==> src/rtl/sawpwm_pkg.sv <==
// Package: shared types for the sawtooth PWM block.
// Assumes: used by all sawpwm modules; holds no logic.
package sawpwm_pkg;

    // Complementary output pair of one channel, before polarity.
    typedef struct packed {
        logic pos;
        logic neg;
    } pwm_pair_t;

endpackage

==> src/rtl/sawpwm_timebase.sv <==
// Module: sawpwm_timebase
// Free-running up-counter that wraps at the active period, with a
// double-buffered period register and a registered period-match pulse.
// Assumes: shadow-to-active copy only on the match cycle; run_en low
// holds the counter at zero.
module sawpwm_timebase #(
    parameter int CNT_W = 16
) (
    input  logic             clk,
    input  logic             rst_n,
    input  logic             run_en,
    input  logic             prd_wr,
    input  logic [CNT_W-1:0] prd_wdata,
    input  logic             xfer_prd_en,
    output logic [CNT_W-1:0] cnt,
    output logic [CNT_W-1:0] act_prd,
    output logic             prd_match,
    output logic             irq_prd
);

    logic [CNT_W-1:0] cnt_q;
    logic [CNT_W-1:0] shd_prd_q;
    logic [CNT_W-1:0] act_prd_q;
    logic             irq_q;

    assign prd_match = run_en && (cnt_q == act_prd_q);
    assign cnt       = cnt_q;
    assign act_prd   = act_prd_q;
    assign irq_prd   = irq_q;

    // Sawtooth counter: clear when idle or on period match, else step.
    always_ff @(posedge clk) begin
        if (!rst_n) begin
            cnt_q <= '0;
        end else if (!run_en || prd_match) begin
            cnt_q <= '0;
        end else begin
            cnt_q <= cnt_q + 1'b1;
        end
    end

    // Period shadow register, written by software at any time.
    always_ff @(posedge clk) begin
        if (!rst_n) begin
            shd_prd_q <= '0;
        end else if (prd_wr) begin
            shd_prd_q <= prd_wdata;
        end
    end

    // Active period: loaded from the shadow only on an enabled match.
    always_ff @(posedge clk) begin
        if (!rst_n) begin
            act_prd_q <= '0;
        end else if (prd_match && xfer_prd_en) begin
            act_prd_q <= shd_prd_q;
        end
    end

    // Period-match interrupt pulse, one cycle after the match.
    always_ff @(posedge clk) begin
        if (!rst_n) begin
            irq_q <= 1'b0;
        end else begin
            irq_q <= prd_match;
        end
    end

    // the counter never runs past the active period.
    p_cnt_bound_r1: assert property (@(posedge clk) disable iff (!rst_n)
        cnt_q <= act_prd_q);

    // the active period only moves on a period match.
    p_prd_hold_r2: assert property (@(posedge clk) disable iff (!rst_n)
        !prd_match |=> $stable(act_prd_q));

    // idle run enable leaves the counter at zero.
    p_idle_cnt_r4: assert property (@(posedge clk) disable iff (!rst_n)
        !run_en |=> (cnt_q == '0));

endmodule

==> src/rtl/sawpwm_duty_ch.sv <==
// Module: sawpwm_duty_ch
// One duty channel: buffered duty compare, PWM level flip-flop and a
// registered duty-match pulse.
// Assumes: cnt, act_prd and prd_match come from the shared time base;
// the level is set when the counter leaves zero and cleared on match.
module sawpwm_duty_ch #(
    parameter int CNT_W = 16
) (
    input  logic             clk,
    input  logic             rst_n,
    input  logic             run_en,
    input  logic [CNT_W-1:0] cnt,
    input  logic [CNT_W-1:0] act_prd,
    input  logic             prd_match,
    input  logic             xfer_duty_en,
    input  logic             duty_wr,
    input  logic [CNT_W-1:0] duty_wdata,
    output logic             level,
    output logic             irq_match
);

    logic [CNT_W-1:0] shd_duty_q;
    logic [CNT_W-1:0] act_duty_q;
    logic             lvl_q;
    logic             irq_q;
    logic             duty_hit;
    logic             clr_hit;

    assign duty_hit  = (cnt == act_duty_q);
    assign clr_hit   = duty_hit && (act_duty_q < act_prd);
    assign level     = lvl_q;
    assign irq_match = irq_q;

    // Duty shadow register, written by software at any time.
    always_ff @(posedge clk) begin
        if (!rst_n) begin
            shd_duty_q <= '0;
        end else if (duty_wr) begin
            shd_duty_q <= duty_wdata;
        end
    end

    // Active duty: loaded from the shadow only on an enabled period match.
    always_ff @(posedge clk) begin
        if (!rst_n) begin
            act_duty_q <= '0;
        end else if (prd_match && xfer_duty_en) begin
            act_duty_q <= shd_duty_q;
        end
    end

    // Level flip-flop: set leaving zero, cleared on a duty match below period.
    always_ff @(posedge clk) begin
        if (!rst_n || !run_en) begin
            lvl_q <= 1'b0;
        end else if (cnt == '0) begin
            lvl_q <= (act_duty_q != '0);
        end else if (clr_hit) begin
            lvl_q <= 1'b0;
        end
    end

    // Duty-match interrupt pulse, one cycle after the match.
    always_ff @(posedge clk) begin
        if (!rst_n) begin
            irq_q <= 1'b0;
        end else begin
            irq_q <= run_en && duty_hit;
        end
    end

    // the active duty only moves on a period match.
    p_duty_hold_r3: assert property (@(posedge clk) disable iff (!rst_n)
        !prd_match |=> $stable(act_duty_q));

    // a zero duty keeps the level low once the counter has left zero.
    p_zero_duty_idle_r6: assert property (@(posedge clk) disable iff (!rst_n)
        (run_en && (cnt != '0) && (act_duty_q == '0)) |-> !lvl_q);

endmodule

==> src/rtl/sawpwm_deadtime.sv <==
// Module: sawpwm_deadtime
// Dead-time insertion for one channel: every level change reloads a
// down-counter, and both phases stay inactive until it has expired.
// Assumes: level is a registered signal; dt_val may change only when idle
// for exact gap lengths.
module sawpwm_deadtime
    import sawpwm_pkg::*;
#(
    parameter int DT_W = 8
) (
    input  logic            clk,
    input  logic            rst_n,
    input  logic            run_en,
    input  logic            level,
    input  logic [DT_W-1:0] dt_val,
    output pwm_pair_t       pair
);

    logic            lvl_last_q;
    logic [DT_W-1:0] dtc_q;
    logic            edge_now;
    logic            quiet;
    pwm_pair_t       pair_q;

    assign edge_now = (level != lvl_last_q);
    assign quiet    = !edge_now && (dtc_q == '0);
    assign pair     = pair_q;

    // Remember the previous level to detect its edges.
    always_ff @(posedge clk) begin
        if (!rst_n) begin
            lvl_last_q <= 1'b0;
        end else begin
            lvl_last_q <= level;
        end
    end

    // Dead-time counter: reload on each level edge, then count down.
    always_ff @(posedge clk) begin
        if (!rst_n || !run_en) begin
            dtc_q <= '0;
        end else if (edge_now) begin
            dtc_q <= dt_val;
        end else if (dtc_q != '0) begin
            dtc_q <= dtc_q - 1'b1;
        end
    end

    // Output pair: follow the level only once the gap has elapsed.
    always_ff @(posedge clk) begin
        if (!rst_n || !run_en) begin
            pair_q <= '0;
        end else begin
            pair_q.pos <= quiet && level;
            pair_q.neg <= quiet && !level;
        end
    end

    // the two phases never overlap.
    p_no_overlap_r7: assert property (@(posedge clk) disable iff (!rst_n)
        !(pair_q.pos && pair_q.neg));

    // a level edge forces both phases inactive on the next cycle.
    p_edge_gap_r7: assert property (@(posedge clk) disable iff (!rst_n)
        edge_now |=> (!pair_q.pos && !pair_q.neg));

    // dropping the run enable makes both phases inactive.
    p_idle_out_r4: assert property (@(posedge clk) disable iff (!rst_n)
        !run_en |=> (!pair_q.pos && !pair_q.neg));

endmodule

==> src/rtl/sawpwm_dt.sv <==
// Module: sawpwm_dt (top)
// Multi-channel edge-aligned PWM: one shared buffered time base, N_CH
// buffered duty channels, each with dead-time insertion and a polarity
// stage on its complementary outputs.
// Assumes: all inputs synchronous to clk; bus decoding done outside.
module sawpwm_dt
    import sawpwm_pkg::*;
#(
    parameter int CNT_W = 16,
    parameter int N_CH  = 3,
    parameter int DT_W  = 8
) (
    input  logic             clk,
    input  logic             rst_n,
    input  logic             run_en,
    input  logic             prd_wr,
    input  logic [CNT_W-1:0] prd_wdata,
    input  logic [N_CH-1:0]  duty_wr,
    input  logic [CNT_W-1:0] duty_wdata,
    input  logic [DT_W-1:0]  dt_val,
    input  logic             xfer_prd_en,
    input  logic             xfer_duty_en,
    input  logic             pol_inv,
    output logic [N_CH-1:0]  out_pos,
    output logic [N_CH-1:0]  out_neg,
    output logic [N_CH-1:0]  irq_duty,
    output logic             irq_prd
);

    logic [CNT_W-1:0] cnt;
    logic [CNT_W-1:0] act_prd;
    logic             prd_match;

    sawpwm_timebase #(.CNT_W(CNT_W)) u_tb (
        .clk         (clk),
        .rst_n       (rst_n),
        .run_en      (run_en),
        .prd_wr      (prd_wr),
        .prd_wdata   (prd_wdata),
        .xfer_prd_en (xfer_prd_en),
        .cnt         (cnt),
        .act_prd     (act_prd),
        .prd_match   (prd_match),
        .irq_prd     (irq_prd)
    );

    for (genvar gi = 0; gi < N_CH; gi++) begin : g_ch
        logic      level;
        pwm_pair_t pair;

        sawpwm_duty_ch #(.CNT_W(CNT_W)) u_duty (
            .clk          (clk),
            .rst_n        (rst_n),
            .run_en       (run_en),
            .cnt          (cnt),
            .act_prd      (act_prd),
            .prd_match    (prd_match),
            .xfer_duty_en (xfer_duty_en),
            .duty_wr      (duty_wr[gi]),
            .duty_wdata   (duty_wdata),
            .level        (level),
            .irq_match    (irq_duty[gi])
        );

        sawpwm_deadtime #(.DT_W(DT_W)) u_dt (
            .clk    (clk),
            .rst_n  (rst_n),
            .run_en (run_en),
            .level  (level),
            .dt_val (dt_val),
            .pair   (pair)
        );

        // Polarity stage applied after dead-time insertion.
        assign out_pos[gi] = pair.pos ^ pol_inv;
        assign out_neg[gi] = pair.neg ^ pol_inv;
    end

endmodule

==> config.mk <==
export PLATFORM = sky130hd
export DESIGN_NAME = sawpwm_dt
export DESIGN_NICKNAME = d
export VERILOG_FILES = /design/src/rtl/sawpwm_pkg.sv /design/src/rtl/sawpwm_timebase.sv /design/src/rtl/sawpwm_duty_ch.sv /design/src/rtl/sawpwm_deadtime.sv /design/src/rtl/sawpwm_dt.sv
export SDC_FILE = /design/constraint.sdc
export NUM_CORES = 1
export LEC_CHECK = 0
export BUFFER_PORTS_ARGS = -buffer_cell sky130_fd_sc_hd__buf_4
export CAP_MARGIN = 20
export CORE_ASPECT_RATIO = 1.25
export CORE_MARGIN = 5
export CORE_UTILIZATION = 45
export CTS_CLUSTER_DIAMETER = 150
export DETAILED_ROUTE_END_ITERATION = 10
export SKIP_CTS_REPAIR_TIMING = 1
export SLEW_MARGIN = 20
export SYNTH_ARGS = -nofsm -noshare
export SYNTH_HDL_FRONTEND = slang
export SYNTH_SLANG_ARGS = --single-unit
export TNS_END_PERCENT = 30
==> constraint.sdc <==
create_clock -name clk -period 2.2 [get_ports clk]
set_clock_uncertainty 0.15 [all_clocks]
set_input_delay 0.44 -clock clk [delete_from_list [all_inputs] [get_ports clk]]
set_output_delay 0.44 -clock clk [all_outputs]
set_load 0.01 [all_outputs]
==> results by group, run 1 <==
Run status
  – Result of the run: finished, final reports clean

Synth
  – Post-synth EDFFs: 0
  – Count of cell types in the netlist: 42
  – Async SR Flop Fraction: 0
  – Syn_area_per_cell: about 9 um2
  – Cell Area, Synth: 0.00918 mm2
  – Warnings, synthesis: 0
  – #FFs+latches synth: around 180
  – Seq/Total Area, Yosys: 0.401
  – Syn_nets: 1128
  – Synth Flop Type: dfxtp_1
  – Cell count after synthesis: 1028

Route
  – Wire per inst: 16.9 um
  – Via density: 5.40
  – Via count: 7359
  – Initial DRC Count: 373
  – First-pass DRT Iterations: 5
  – Remaining DRCs: 0
  – Final wirelength: around 23000 um
  – Routed Antenna Nets: 0

Min path
  – Hold WC Path Type: input pin to register

STA
  – Max Transition Viols Final: 0
  – Hold WS: 0.0917 ns
  – Setup ws final: 0.121 ns
  – Period utilisation layout: 0.945
  – Slew @ Worst Pin: 0.852 ns
  – Total negative setup slack: 0 ns
  – Final Hold Vio Count: 0
  – Clock period minus worst slack: just over 2 ns
  – RSZ-0062 raised after global routing: true
  – Worst rel slew slack: 0.428
  – Finish-stage setup viols: 0
  – FMAX: 481 MHz

Pwr
  – Psw: 0.00303 W
  – Clk pwr share: 0.320
  – PwrDens: approximately 900 mW/mm2
  – Sw Ratio: 0.314
  – Leak pwr: around 5 nW
  – Max VDD drop: 0.539 mV
  – Seq pwr share: 0.403
  – Internal power: 0.00661 W
  – Combinational share of power: 0.276

Clocking
  – Clock sink count: between 150 and 200
  – Clock transition at path regs: 0.07 ns
  – Clk root buf: clkbuf_16
  – Clk_lat worst skew: ~0.43 ns
  – CTS tree: done
  – Max clock buf depth: 2
  – H-tree depth: 4
  – CTS Buf Count: 17

Critical path
  – CP Data Required Time: approximately 2.4 ns
  – Worst path arrival time: 2.23 ns
  – CP Class: register to register
  – Worst setup EP type: register
  – Largest fanout on the critical path: 48
  – Startpoint types: register

Place
  – Place WS: 0.0729 ns
  – PortBufs: 59
  – DP HPWL: 17200 um
  – Placer Congestion: 0.973

Global route
  – Initial antenna violation count: 0
  – Pin count of the biggest net entering global routing: 99
  – GR Overflow Total: 0
  – Vias in the first global route: slightly above 7k
  – First-pass GRT wire length: ~38000 um
  – Total GRT Usage: 0.205

Finish
  – Proportion of layout cells with a drive suffix above 1: 0.132
  – Antenna Cells: 0
  – Syn-to-layout area delta: 16.0%
  – Fill count: 1983
  – Final net count: between 1k and 1.5k

Die
  – IO Pins: 60
  – Die Area: 0.0234 mm2
  – Die H: 170 um
  – Starting Density: 0.457
  – Die Span X: 138 um
  – Row count: between 50 and 60
  – Core Region: slightly above 0.02 mm2

Flow run
  – Max Cap Viol: 0
-- state kept, by name, indices dropped and copies added (netlist names) --
signal,count
g_ch.u_duty.act_duty_q,48
g_ch.u_duty.shd_duty_q,48
g_ch.u_dt.dtc_q,24
u_tb.act_prd,16
u_tb.cnt,16
u_tb.shd_prd_q,16
g_ch.u_dt.pair,6
g_ch.u_dt.lvl_last_q,3
g_ch.u_duty.irq_match,3
g_ch.u_duty.level,3
u_tb.irq_prd,1
-- synthesized netlist by cell type (all sizes together), types with 4 or more instances --
library cell,n,area (um2)
clkbuf,43,161
inv,33,124
a21oi,47,235
nor3,14,70.1
buf,25,155
mux2i,112,1120
nor4,33,206
o31ai,18,135
a211oi,17,128
o211ai,4,30.0
dfxtp,184,3680
xor2,88,771
nand2,126,473
xnor2,18,158
nor2,116,435
and4,9,78.8
o21ai,13,65.1
ha,50,626
nand3,10,55.1
and3,4,25.0
nand4,33,206
-- layout make-up --
cell class	count	area [um2]	share of cell area
multi-input cells	743	5090	0.478
flip-flops and latches	184	3680	0.346
repair buffers	103	823	0.0773
clock buffers	19	453	0.0425
well taps	270	338	0.0317
clock inverters	12	140	0.0132
inverters	33	124	0.0116
-- final timing paths --
check	from	to	slack, ns	depth (start not counted)
worst max-delay path	u_tb.act_prd[8]	g_ch[0].u_duty.act_duty_q[15]	0.12	7
worst min-delay path	prd_wdata[6]	u_tb.shd_prd_q[6]	0.09	3
worst max register to register	u_tb.act_prd[8]	g_ch[0].u_duty.act_duty_q[15]	0.12	7
worst min register to register	g_ch[0].u_duty.shd_duty_q[3]	g_ch[0].u_duty.act_duty_q[3]	0.31	2
-- kinds of logic (layout without fill, tap and decap cells) --
group / count (synthesis) / count (layout) / synth area share
AOI/OAI and AO/OA: 113 / 113 / 0.0774
xor gates and xnor gates: 106 / 106 / 0.101
adders and majority gates: 50 / 50 / 0.0681
buffers and inverters: 101 / 167 / 0.0480
DFF: 184 / 184 / 0.401
muxes: 113 / 113 / 0.123
and+or+nand+nor: 361 / 361 / 0.181
-- layout by cell type (no fill, tap or decap), types with 3 or more instances in the layout --
cell type	Yosys	layout
and4_1	9	9
o21ai_1	3	3
nand4_1	33	33
nor2_1	116	116
and2_1	3	3
a21o_1	3	3
a21oi_1	47	47
nor4_1	33	32
a311oi_1	3	3
mux2i_1	112	112
a41oi_1	3	3
buf_4	5	99
dfxtp_1	184	184
inv_1	31	31
and3_1	4	4
nand3_1	9	9
buf_12	0	4
o211ai_1	4	4
clkinvlp_4	0	3
nand2b_1	3	3
ha_1	50	50
clkbuf_16	0	17
xnor2_1	18	17
nand2_1	126	126
nor3_1	14	13
xor2_1	88	88
o31ai_1	18	18
o21ai_0	10	10
inv_6	0	4
a211oi_1	17	17
-- routing by layer --
layer  part of all wire  vias up  global-route usage
li1                   -     3667                   -
met1               0.45     3481               0.266
met2               0.48      154               0.337
met3              0.041       57              0.0329
met4              0.036        0              0.0864
met5                  0        -                   0
-- power by group through the flow --
stage | combinational (W) | clock, W | sequential (W)
final | 0.00266 | 0.00309 | 0.00389
after global routing | 0.00299 | 0.00329 | 0.00393
after CTS | 0.00261 | 0.00315 | 0.00388
after detailed placement | 0.00258 | 0 | 0.00395
after global placement | 0.00257 | 0 | 0.00396
after floorplan | 0.00193 | 0 | 0.00389
-- through the flow --
step | total power, W | util | cell area (um2) | instances
after floorplan | 0.00582 | - | 9180 | 1028
after global placement | 0.00653 | 0.499 | 10000 | 1333
after detailed placement | 0.00653 | 0.499 | 10000 | 1333
after CTS | 0.00964 | 0.528 | 10600 | 1364
after global routing | 0.0102 | 0.530 | 10700 | 1364
final | 0.00963 | 0.530 | 10700 | 1364
-- worst max-delay path, stage by stage, from the launching register on --
cell and delay [ns]:
dfxtp_1 0.33, xor2_1 0.16, nor4_1 0.30, buf_4 0.17, and4_1 0.29, nand3_2 0.13
buf_12 0.22, mux2i_1 0.17
(Power assumes the default switching activity.)
==> inputs of run 2 (changes only) <==
CORE_MARGIN = 4   (was 5)
SETUP_SLACK_MARGIN = 0.5   (was default)
SLEW_MARGIN = 10   (was 20)
==> results by group, run 2 (synthesized netlist as in run 1, its figures left out) <==
Global route
  – Vias in the first global route: 7284 (was 7248)
  – First-pass GRT wire length: 37600 um (about the same)
  – Total GRT Usage: 0.210 (was 0.205)
  – Initial antenna violation count: 0 (unchanged)
  – GR Overflow Total: 0 (unchanged)
  – Pin count of the biggest net entering global routing: 99 (unchanged)

Finish
  – Final net count: 1197 (was 1182)
  – Commonest non-fill, non-tap cell in the layout: dfxtp_1 (unchanged)
  – Biggest regs: g_ch.u_duty.act_duty_q x48, g_ch.u_duty.shd_duty_q x48, g_ch.u_dt.dtc_q x24 (unchanged)
  – Proportion of layout cells with a drive suffix above 1: 0.178 (was 0.132)
  – Antenna Cells: 0 (unchanged)
  – Syn-to-layout area delta: 19.6% (was 16.0%)
  – Commonest non-fill, non-tap cells in the layout: dfxtp_1 (178), nand2_1 (124), nor2_1 (116), mux2i_1 (112), buf_4 (110) (was dfxtp_1 (184), nand2_1 (126), nor2_1 (116), mux2i_1 (112), buf_4 (99))

Critical path
  – Largest fanout on the critical path: 37 (was 48)
  – CP Data Required Time: 2.36 ns (was 2.35 ns)
  – Worst setup EP type: register (unchanged)
  – Worst Path Buf+Inv: 1 (was 2)
  – Startpoint types: register (unchanged)
  – Worst path arrival time: 2.21 ns (was 2.23 ns)
  – Cell family with most CP delay: simple AND/OR/NAND/NOR gates (unchanged)
  – CP Class: register to register (unchanged)
  – Slowest stage delay, CP: 0.41 ns (was 0.33 ns)
  – Cell with the largest stage delay on the worst path: nor4_1 (was dfxtp_1)
  – Critical-path cell list: xor2_1 -> nor4_1 -> and4_2 -> nand3_4 -> buf_12 -> mux2i_1 (was xor2_1 -> nor4_1 -> buf_4 -> and4_1 -> nand3_2 -> buf_12 -> mux2i_1)

Place
  – Placer Congestion: 0.937 (was 0.973)
  – DP HPWL: 17500 um (was 17200 um)
  – PortBufs: 59 (unchanged)

STA
  – Max Transition Viols Final: 0 (unchanged)
  – Hold WS: 0.0859 ns (was 0.0917 ns)
  – Total negative setup slack: 0 ns (unchanged)
  – Finish-stage setup viols: 0 (unchanged)
  – Clock period minus worst slack: 2.05 ns (was 2.08 ns)
  – Period utilisation layout: 0.930 (was 0.945)
  – FMAX: 489 MHz (was 481 MHz)
  – Worst rel slew slack: 0.373 (was 0.428)
  – Slew @ Worst Pin: 0.934 ns (was 0.852 ns)
  – RSZ-0062 raised after global routing: true (unchanged)
  – Final Hold Vio Count: 0 (unchanged)

Min path
  – Hold WC Path Type: input pin to register (unchanged)

Route
  – Final wirelength: 24000 um (was 23100 um)
  – Initial DRC Count: 428 (was 373)
  – Via density: 5.36 (was 5.40)
  – Remaining DRCs: 0 (unchanged)
  – Routed Antenna Nets: 0 (unchanged)
  – Via count: 7392 (was 7359)
  – First-pass DRT Iterations: 7 (was 5)
  – Wire per inst: 17.4 um (was 16.9 um)

Die
  – Starting Density: 0.457 (unchanged)
  – Die Area: 0.0228 mm2 (was 0.0234 mm2)
  – Row count: 58 (unchanged)
  – Core Region: 0.0201 mm2 (unchanged)
  – Die H: 168 um (was 170 um)
  – Die Span X: 136 um (was 138 um)
  – IO Pins: 60 (unchanged)

Pwr
  – Leak pwr: 5.16 nW (was 5.02 nW)
  – PwrDens: 920 mW/mm2 (was 904 mW/mm2)
  – Max VDD drop: 0.554 mV (was 0.539 mV)

Run status
  – Result of the run: finished, final reports clean (unchanged)

Clocking
  – Clk root buf: clkbuf_16 (unchanged)
  – Clk_lat worst skew: 0.44 ns (was 0.43 ns)
  – H-tree depth: 4 (unchanged)
  – CTS Buf Count: 17 (unchanged)
  – Max clock buf depth: 2 (unchanged)
  – CTS tree: done (unchanged)
  – Clock transition at path regs: 0.07 ns (about the same)
  – Clock sink count: 184 (unchanged)

Flow run
  – Max Cap Viol: 0 (unchanged)
-- run 2: per-stage QoR --
step / std cells / utilization / total power, W / setup WS (ns) / cell area [um2]
2_1_floorplan: 1028 / - / 0.00592 / 0.207 / 9290
3_3_place_gp: 1337 / 0.501 / 0.00661 / 0.152 / 10100
3_5_place_dp: 1337 / 0.501 / 0.00662 / 0.135 / 10100
4_1_cts: 1369 / 0.532 / 0.00986 / 0.121 / 10700
5_1_grt: 1380 / 0.546 / 0.0106 / 0.0308 / 11000
6_report: 1380 / 0.546 / 0.0101 / 0.154 / 11000
-- run 2: path summary, 6_finish.rpt --
check | cells after the start | endpoint | slack, ns | startpoint
min | 3 | u_tb.shd_prd_q[5] | 0.09 | prd_wdata[5]
max reg2reg | 6 | g_ch[0].u_duty.act_duty_q[13] | 0.15 | u_tb.act_prd[6]
max | 6 | g_ch[0].u_duty.act_duty_q[13] | 0.15 | u_tb.act_prd[6]
min reg2reg | 2 | g_ch[0].u_duty.act_duty_q[5] | 0.31 | g_ch[0].u_duty.shd_duty_q[5]
-- run 2: tightest hold or removal path: stages --
cell	delay [ns]
buf_4	0.07
mux2i_1	0.05
nor2_1	0.07
-- run 2: layout make-up --
cell class              instances  area, um2
clock buffers                  17        425
clock inverters                15        193
fillers                      1923       9120
inverters                      33        129
multi-input cells             743       5270
flip-flops and latches        184       3690
well taps                     270        338
repair buffers                118        936
-- run 2: layer usage --
| layer | part of all wire | up-vias | global-route usage |
|---|---|---|---|
| met5 | 0 | - | 0 |
| met4 | 0.038 | 0 | 0.105 |
| met3 | 0.041 | 50 | 0.0373 |
| met2 | 0.48 | 148 | 0.337 |
| met1 | 0.44 | 3489 | 0.270 |
| li1 | - | 3705 | - |
-- run 2: power by group --
group	internal (W)	switching, W
Sequential	0.00363	0.000264
Combinational	0.00141	0.00157
Clock	0.00182	0.00140
